[src/rtl/gpio_bank_irq.sv]
module gpio_bank_irq #(
  parameter int NPIN   = 16,
  parameter int ADDR_W = 8
) (
  input  logic              clk,
  input  logic              rst_n,
  input  logic [ADDR_W-1:0] reg_addr,
  input  logic              reg_wr,
  input  logic [31:0]       reg_wdata,
  output logic [31:0]       reg_rdata,
  input  logic [NPIN-1:0]   pad_in,
  output logic [NPIN-1:0]   pad_out,
  output logic [NPIN-1:0]   pad_oe,
  output logic              irq
);

  localparam logic [ADDR_W-1:0] A_DATA = ADDR_W'('h00);
  localparam logic [ADDR_W-1:0] A_DMSK = ADDR_W'('h04);
  localparam logic [ADDR_W-1:0] A_DIR  = ADDR_W'('h08);
  localparam logic [ADDR_W-1:0] A_SNS  = ADDR_W'('h0C);
  localparam logic [ADDR_W-1:0] A_BOTH = ADDR_W'('h10);
  localparam logic [ADDR_W-1:0] A_POL  = ADDR_W'('h14);
  localparam logic [ADDR_W-1:0] A_IEN  = ADDR_W'('h18);
  localparam logic [ADDR_W-1:0] A_RAW  = ADDR_W'('h1C);
  localparam logic [ADDR_W-1:0] A_MSK  = ADDR_W'('h20);
  localparam logic [ADDR_W-1:0] A_CLR  = ADDR_W'('h24);
  localparam logic [ADDR_W-1:0] A_INEN = ADDR_W'('h28);

  logic [NPIN-1:0] dat_q, dmsk_q, dir_q, sns_q, both_q, pol_q, ien_q, inen_q;
  logic [NPIN-1:0] sync1_q, sync2_q, prev_q, edge_q;
  logic [NPIN-1:0] wd, in_v, rise, fall, edge_hit, lvl, raw, mis, clr_mask;
  logic            unused_wd;

  assign wd        = reg_wdata[NPIN-1:0];
  assign unused_wd = ^reg_wdata;

  assign in_v     = sync2_q & inen_q;
  assign rise     = in_v & ~prev_q;
  assign fall     = ~in_v & prev_q;
  assign edge_hit = ~sns_q & ((both_q & (rise | fall)) | (~both_q & pol_q & rise) | (~both_q & ~pol_q & fall));
  assign lvl      = inen_q & ~(sync2_q ^ pol_q);
  assign raw      = (sns_q & lvl) | (~sns_q & edge_q);
  assign mis      = raw & ien_q;
  assign clr_mask = (reg_wr && reg_addr == A_CLR) ? wd : '0;

  assign pad_out = dat_q;
  assign pad_oe  = dir_q;
  assign irq     = |mis;

  always_ff @(posedge clk or negedge rst_n) begin
    if (!rst_n) begin
      dat_q  <= '0;
      dmsk_q <= '0;
      dir_q  <= '0;
      sns_q  <= '0;
      both_q <= '0;
      pol_q  <= '0;
      ien_q  <= '0;
      inen_q <= '0;
    end else if (reg_wr) begin
      case (reg_addr)
        A_DATA: dat_q  <= (dat_q & ~dmsk_q) | (wd & dmsk_q);
        A_DMSK: dmsk_q <= wd;
        A_DIR:  dir_q  <= wd;
        A_SNS:  sns_q  <= wd;
        A_BOTH: both_q <= wd;
        A_POL:  pol_q  <= wd;
        A_IEN:  ien_q  <= wd;
        A_INEN: inen_q <= wd;
        default: ;
      endcase
    end
  end

  always_ff @(posedge clk or negedge rst_n) begin
    if (!rst_n) begin
      sync1_q <= '0;
      sync2_q <= '0;
      prev_q  <= '0;
      edge_q  <= '0;
    end else begin
      sync1_q <= pad_in;
      sync2_q <= sync1_q;
      prev_q  <= in_v;
      edge_q  <= (edge_q & ~clr_mask) | edge_hit;
    end
  end

  always_comb begin
    reg_rdata = '0;
    case (reg_addr)
      A_DATA: reg_rdata = 32'(dmsk_q & ((dir_q & dat_q) | (~dir_q & in_v)));
      A_DMSK: reg_rdata = 32'(dmsk_q);
      A_DIR:  reg_rdata = 32'(dir_q);
      A_SNS:  reg_rdata = 32'(sns_q);
      A_BOTH: reg_rdata = 32'(both_q);
      A_POL:  reg_rdata = 32'(pol_q);
      A_IEN:  reg_rdata = 32'(ien_q);
      A_RAW:  reg_rdata = 32'(raw);
      A_MSK:  reg_rdata = 32'(mis);
      A_INEN: reg_rdata = 32'(inen_q);
      default: reg_rdata = '0;
    endcase
  end

  AST_EDGE_STICKY: assert property (@(posedge clk) disable iff (!rst_n)
    ($past(edge_q) & ~edge_q & ~$past(clr_mask)) == '0);

  AST_CLR_DROPS_EDGE: assert property (@(posedge clk) disable iff (!rst_n)
    (reg_wr && reg_addr == A_CLR) |=> (edge_q & $past(wd) & ~$past(edge_hit)) == '0);

  AST_IRQ_NEEDS_EN: assert property (@(posedge clk) disable iff (!rst_n)
    irq |-> (ien_q != '0));

  AST_MASKED_DATA_HOLD: assert property (@(posedge clk) disable iff (!rst_n)
    (reg_wr && reg_addr == A_DATA) |=> ((dat_q ^ $past(dat_q)) & ~$past(dmsk_q)) == '0);

  AST_OE_STABLE: assert property (@(posedge clk) disable iff (!rst_n)
    !(reg_wr && reg_addr == A_DIR) |=> $stable(pad_oe));

endmodule

[config.mk]
export PLATFORM = sky130hd
export DESIGN_NAME = gpio_bank_irq
export DESIGN_NICKNAME = d
export VERILOG_FILES = /design/src/rtl/gpio_bank_irq.sv
export SDC_FILE = /design/constraint.sdc
export NUM_CORES = 1
export LEC_CHECK = 0
export ABC_CLOCK_PERIOD_IN_PS = 2450
export BUFFER_PORTS_ARGS = -buffer_cell sky130_fd_sc_hd__buf_2
export CAP_MARGIN = 20
export CORE_UTILIZATION = 60
export CTS_BUF_LIST = sky130_fd_sc_hd__clkbuf_8
export DETAILED_ROUTE_END_ITERATION = 6
export GPL_ROUTABILITY_DRIVEN = 0
export PLACE_DENSITY = 0.78
export SLEW_MARGIN = 20
export SYNTH_ARGS = -nofsm -noshare
export SYNTH_HDL_FRONTEND = slang
export SYNTH_SLANG_ARGS = --single-unit
[constraint.sdc]
create_clock -name clk -period 2.45 [get_ports clk]
set_clock_uncertainty 0.2 [all_clocks]
set_input_delay 0.3675 -clock clk [delete_from_list [all_inputs] [get_ports clk]]
set_output_delay 0.3675 -clock clk [all_outputs]
set_load 0.005 [all_outputs]
==> flow_metrics.py <==
metrics = {
    "status": {
        "status": "complete, but fails checks",
        "violations": "negative setup slack",
    },
    "clock_tree": {
        "htreeDepth": 4,
        "clockBufferDepth": 2,
        "worstSkewPairLatency_ns": 0.48,
        "cts_tree": "done",
        "cts_buffers": 17,
        "cts_root_buffer": "clkbuf_8",
        "cts_sinks": 192,
        "path_clk_slew_ns": 0.11,
    },
    "power_and_ir_drop": {
        "switching_share_pct": 28.3,
        "powerDensity_mw_per_mm2": 517,
        "ir_drop_uv": 542,
        "p_int_mw": 4.46,
        "seqPwrFrac_pct": 56.0,
        "p_leak_nw": 6.19,
        "switchingPower_mw": 1.76,
        "combPwrFrac_pct": 12.4,
        "clkPwrFrac_pct": 31.6,
    },
    "detailed_routing": {
        "finalWirelength_um": 26000,
        "antenna_left": 0,
        "drt_pass1_iterations": 5,
        "wl_per_cell_um": 19.9,
        "remaining_drc_errors": 0,
        "avgViaCountPerCell": 5.95,
        "drt-initial-drc-count": 633,
        "vias": 7756,
    },
    "timing": {
        "fin_crit_ns": 2.97,
        "setup_viol": 6,
        "fin_ws_ns": -0.522,
        "rsz0062_at_grt": "yes",
        "hold_violations": 0,
        "drv_slew": 0,
        "post-route-period-util_pct": 121,
        "slew_headroom_pct": 63.4,
        "tightest_slew_ns": 0.549,
        "fmax_mhz": 336,
    },
    "floorplan": {
        "die_w_um": 130,
        "chipHeight_um": 130,
        "ios": 124,
        "core_sq_mm": 0.0159,
        "rows": 46,
        "start_util_pct": 61.4,
        "die_area_sq_mm": 0.0168,
    },
    "setup_path": {
        "startpoint_type": "flop",
        "cp_data_required_time_ns": 1.88,
        "cp_max_fo": 2,
        "crit_type": "reg -> out",
        "endpoint_kind": "output port",
        "crit_arrival_ns": 2.40,
    },
    "synth": {
        "synth-seq-area-share_pct": 49.2,
        "synth_cells": 857,
        "synth_warnings": 0,
        "async_flop_share_pct": 100,
        "synth-edff-count": 0,
        "synth_area_leader_cell": "dfrtp_1",
        "yosysTopAreaCellShare_pct": 49.2,
        "yosys-top-cells-area": "dfrtp_1, mux2_2, mux2_1, ha_1, nand2_1",
        "synth.distinct_cells": 53,
        "ys.flop_type": "dfrtp_1",
        "synthesis.area_sq_mm": 0.00976,
        "syn_avg_cell_area_sq_um": 11.4,
        "ys_ff_latch": 192,
    },
    "finish": {
        "final_net_count": 1165,
        "final_cell_area_sq_mm": 0.0120,
        "drive_gt1_share_pct": 36.3,
        "finish.utilization_pct": 75.7,
        "syn2layout_area_growth_pct": 23.3,
    },
    "placement": {
        "dp_hpwl_um": 17900,
        "place_area_sq_mm": 0.0111,
        "placement.io_buffers": 91,
    },
    "global_route": {
        "overflow": 0,
        "grt_max_degree": 60,
        "grt_pass1_wl_um": 40200,
        "grt_use_total_pct": 32.3,
        "grt_pass1_vias": 7510,
        "antenna_found_initial": 1,
    },
    "run": {
        "drv_cap": 0,
    },
    "min_path": {
        "min_path_type": "in -> reg",
    },
}
-- path summary, 6_finish.rpt --
path	start	end	slack (ns)	cells after the start
worst max-delay path	edge_q[2]	irq	-0.52	6
worst min-delay path	reg_wdata[11]	pad_oe[11]	0.02	2
worst max register to register	inen_q[1]	edge_q[1]	0.65	8
worst min register to register	sync1_q[1]	sync2_q[1]	0.16	0
max in group asynchronous	rst_n	sync1_q[10]	1.11	3
min in group asynchronous	rst_n	sync2_q[15]	0.23	2
-- worst max-delay path, stage by stage, from the launching register on --
cell and delay [ns]:
dfrtp_1 0.42, nand3b_1 0.17, and4_1 0.20, o2111ai_1 0.11
or3_1 0.34, or4_4 0.56, buf_6 0.13
-- synthesized netlist by cell type (2+ instances only) --
library cell,instances
a211o_1,15
a211oi_1,6
a21oi_1,37
a221o_1,14
a22o_1,8
a22oi_1,15
and3_1,9
and4_1,2
buf_2,17
buf_4,20
buf_6,3
clkbuf_1,10
dfrtp_1,192
ha_1,32
inv_1,48
mux2_1,44
mux2_2,85
mux2_4,10
mux2i_1,17
nand2_1,91
nand2b_1,9
nand3_1,13
nand3_2,3
nand3_4,2
nand3b_1,5
nand4_2,2
nor2_1,21
nor2b_1,8
nor4_2,2
o2111ai_1,4
o211ai_1,15
o21ai_0,54
o22ai_1,4
or2_2,5
or4_1,2
xnor2_1,16
-- layer usage --
| layer | GRT usage [%] | part of all wire, % | wire (um) |
|---|---|---|---|
| met1 | 43.7 | 42 | 10900 |
| met2 | 51.8 | 48 | 12400 |
| met3 | 6.07 | 6.9 | 1800 |
| met4 | 12.7 | 3.3 | 869 |
| met5 | 0 | 0 | 0 |
-- layout make-up --
| class | count | area [sq um] |
|---|---|---|
| multi-input combinational | 582 | 4700 |
| fill | 1068 | 3850 |
| timing repair buffer | 233 | 1700 |
| sequential | 192 | 4810 |
| tap | 216 | 270 |
| inverter | 48 | 180 |
| clock inverter | 15 | 133 |
| antenna | 1 | 2.50 |
| clock buffer | 17 | 234 |
-- sequential cells by signal, summed over array words and instances, names as in the netlist, named ones only --
name     count
sync1_q     16
inen_q      16
pol_q       16
sns_q       16
sync2_q     16
dmsk_q      16
both_q      16
pad_oe      16
prev_q      16
edge_q      16
ien_q       16
-- cell usage in the layout, fill, tap and decap left out, types with 7 or more instances in the layout --
cell and count:
a211o_1 15, a221o_1 14, nand2b_1 7, conb_1 16
inv_1 49, xnor2_1 16, a22o_1 8, clkbuf_8 18
a22oi_2 13, nor2_1 21, o211ai_1 15, mux2_4 11
nand3_1 11, mux2i_1 17, o21ai_0 41, nand2_1 82
and3_1 8, buf_2 89, dlygate4sd3_1 17, o21ai_1 12
dfrtp_1 190, mux2_2 84, ha_1 32, mux2_1 44
buf_6 14, a21oi_1 37, buf_4 106, nor2b_1 8
-- through the flow --
| stage | hold WS, ns | total power [mW] | cells | TNS [ns] | worst slack [ns] |
|---|---|---|---|---|---|
| floorplan | -0.128 | 3.84 | 872 | 0 | 0.0871 |
| global placement | 0.132 | 4.16 | 1233 | -0.111 | -0.111 |
| detailed placement | 0.135 | 4.19 | 1233 | -0.138 | -0.121 |
| CTS | 0.00316 | 6.20 | 1289 | -0.757 | -0.519 |
| global route | 0.0164 | 6.45 | 1304 | -1.78 | -0.566 |
| finish | 0.0199 | 6.22 | 1304 | -0.703 | -0.522 |
-- cell families after synthesis --
family / share of synthesized area [%]
xor gates and xnor gates: 1.44
AOI/OAI and AO/OA: 11.8
buffers and inverters: 4.99
other: 0.0384
DFF: 49.2
muxes: 18.2
and+or+nand+nor: 10.2
adders and majority gates: 4.10
-- power groups by stage --
stage	Clock [mW]	Sequential, mW	Combinational (mW)
finish	1.97	3.48	0.769
global route	2.12	3.50	0.836
CTS	1.99	3.47	0.730
detailed placement	0	3.53	0.661
global placement	0	3.52	0.640
floorplan	0	3.50	0.340
-- repair_timing --
item / 4_1_cts / 5_1_grt
setup endpoints to repair: 16 / 17
resized for setup: 50 / 18
hold buffers: 17 / 0
buffers inserted: 11 / 14
gates cloned: 0 / 0
pin swaps: 30 / 19
endpoints found under the hold margin: 70 / 0
Note: power is estimated with default switching activity, not from simulation.
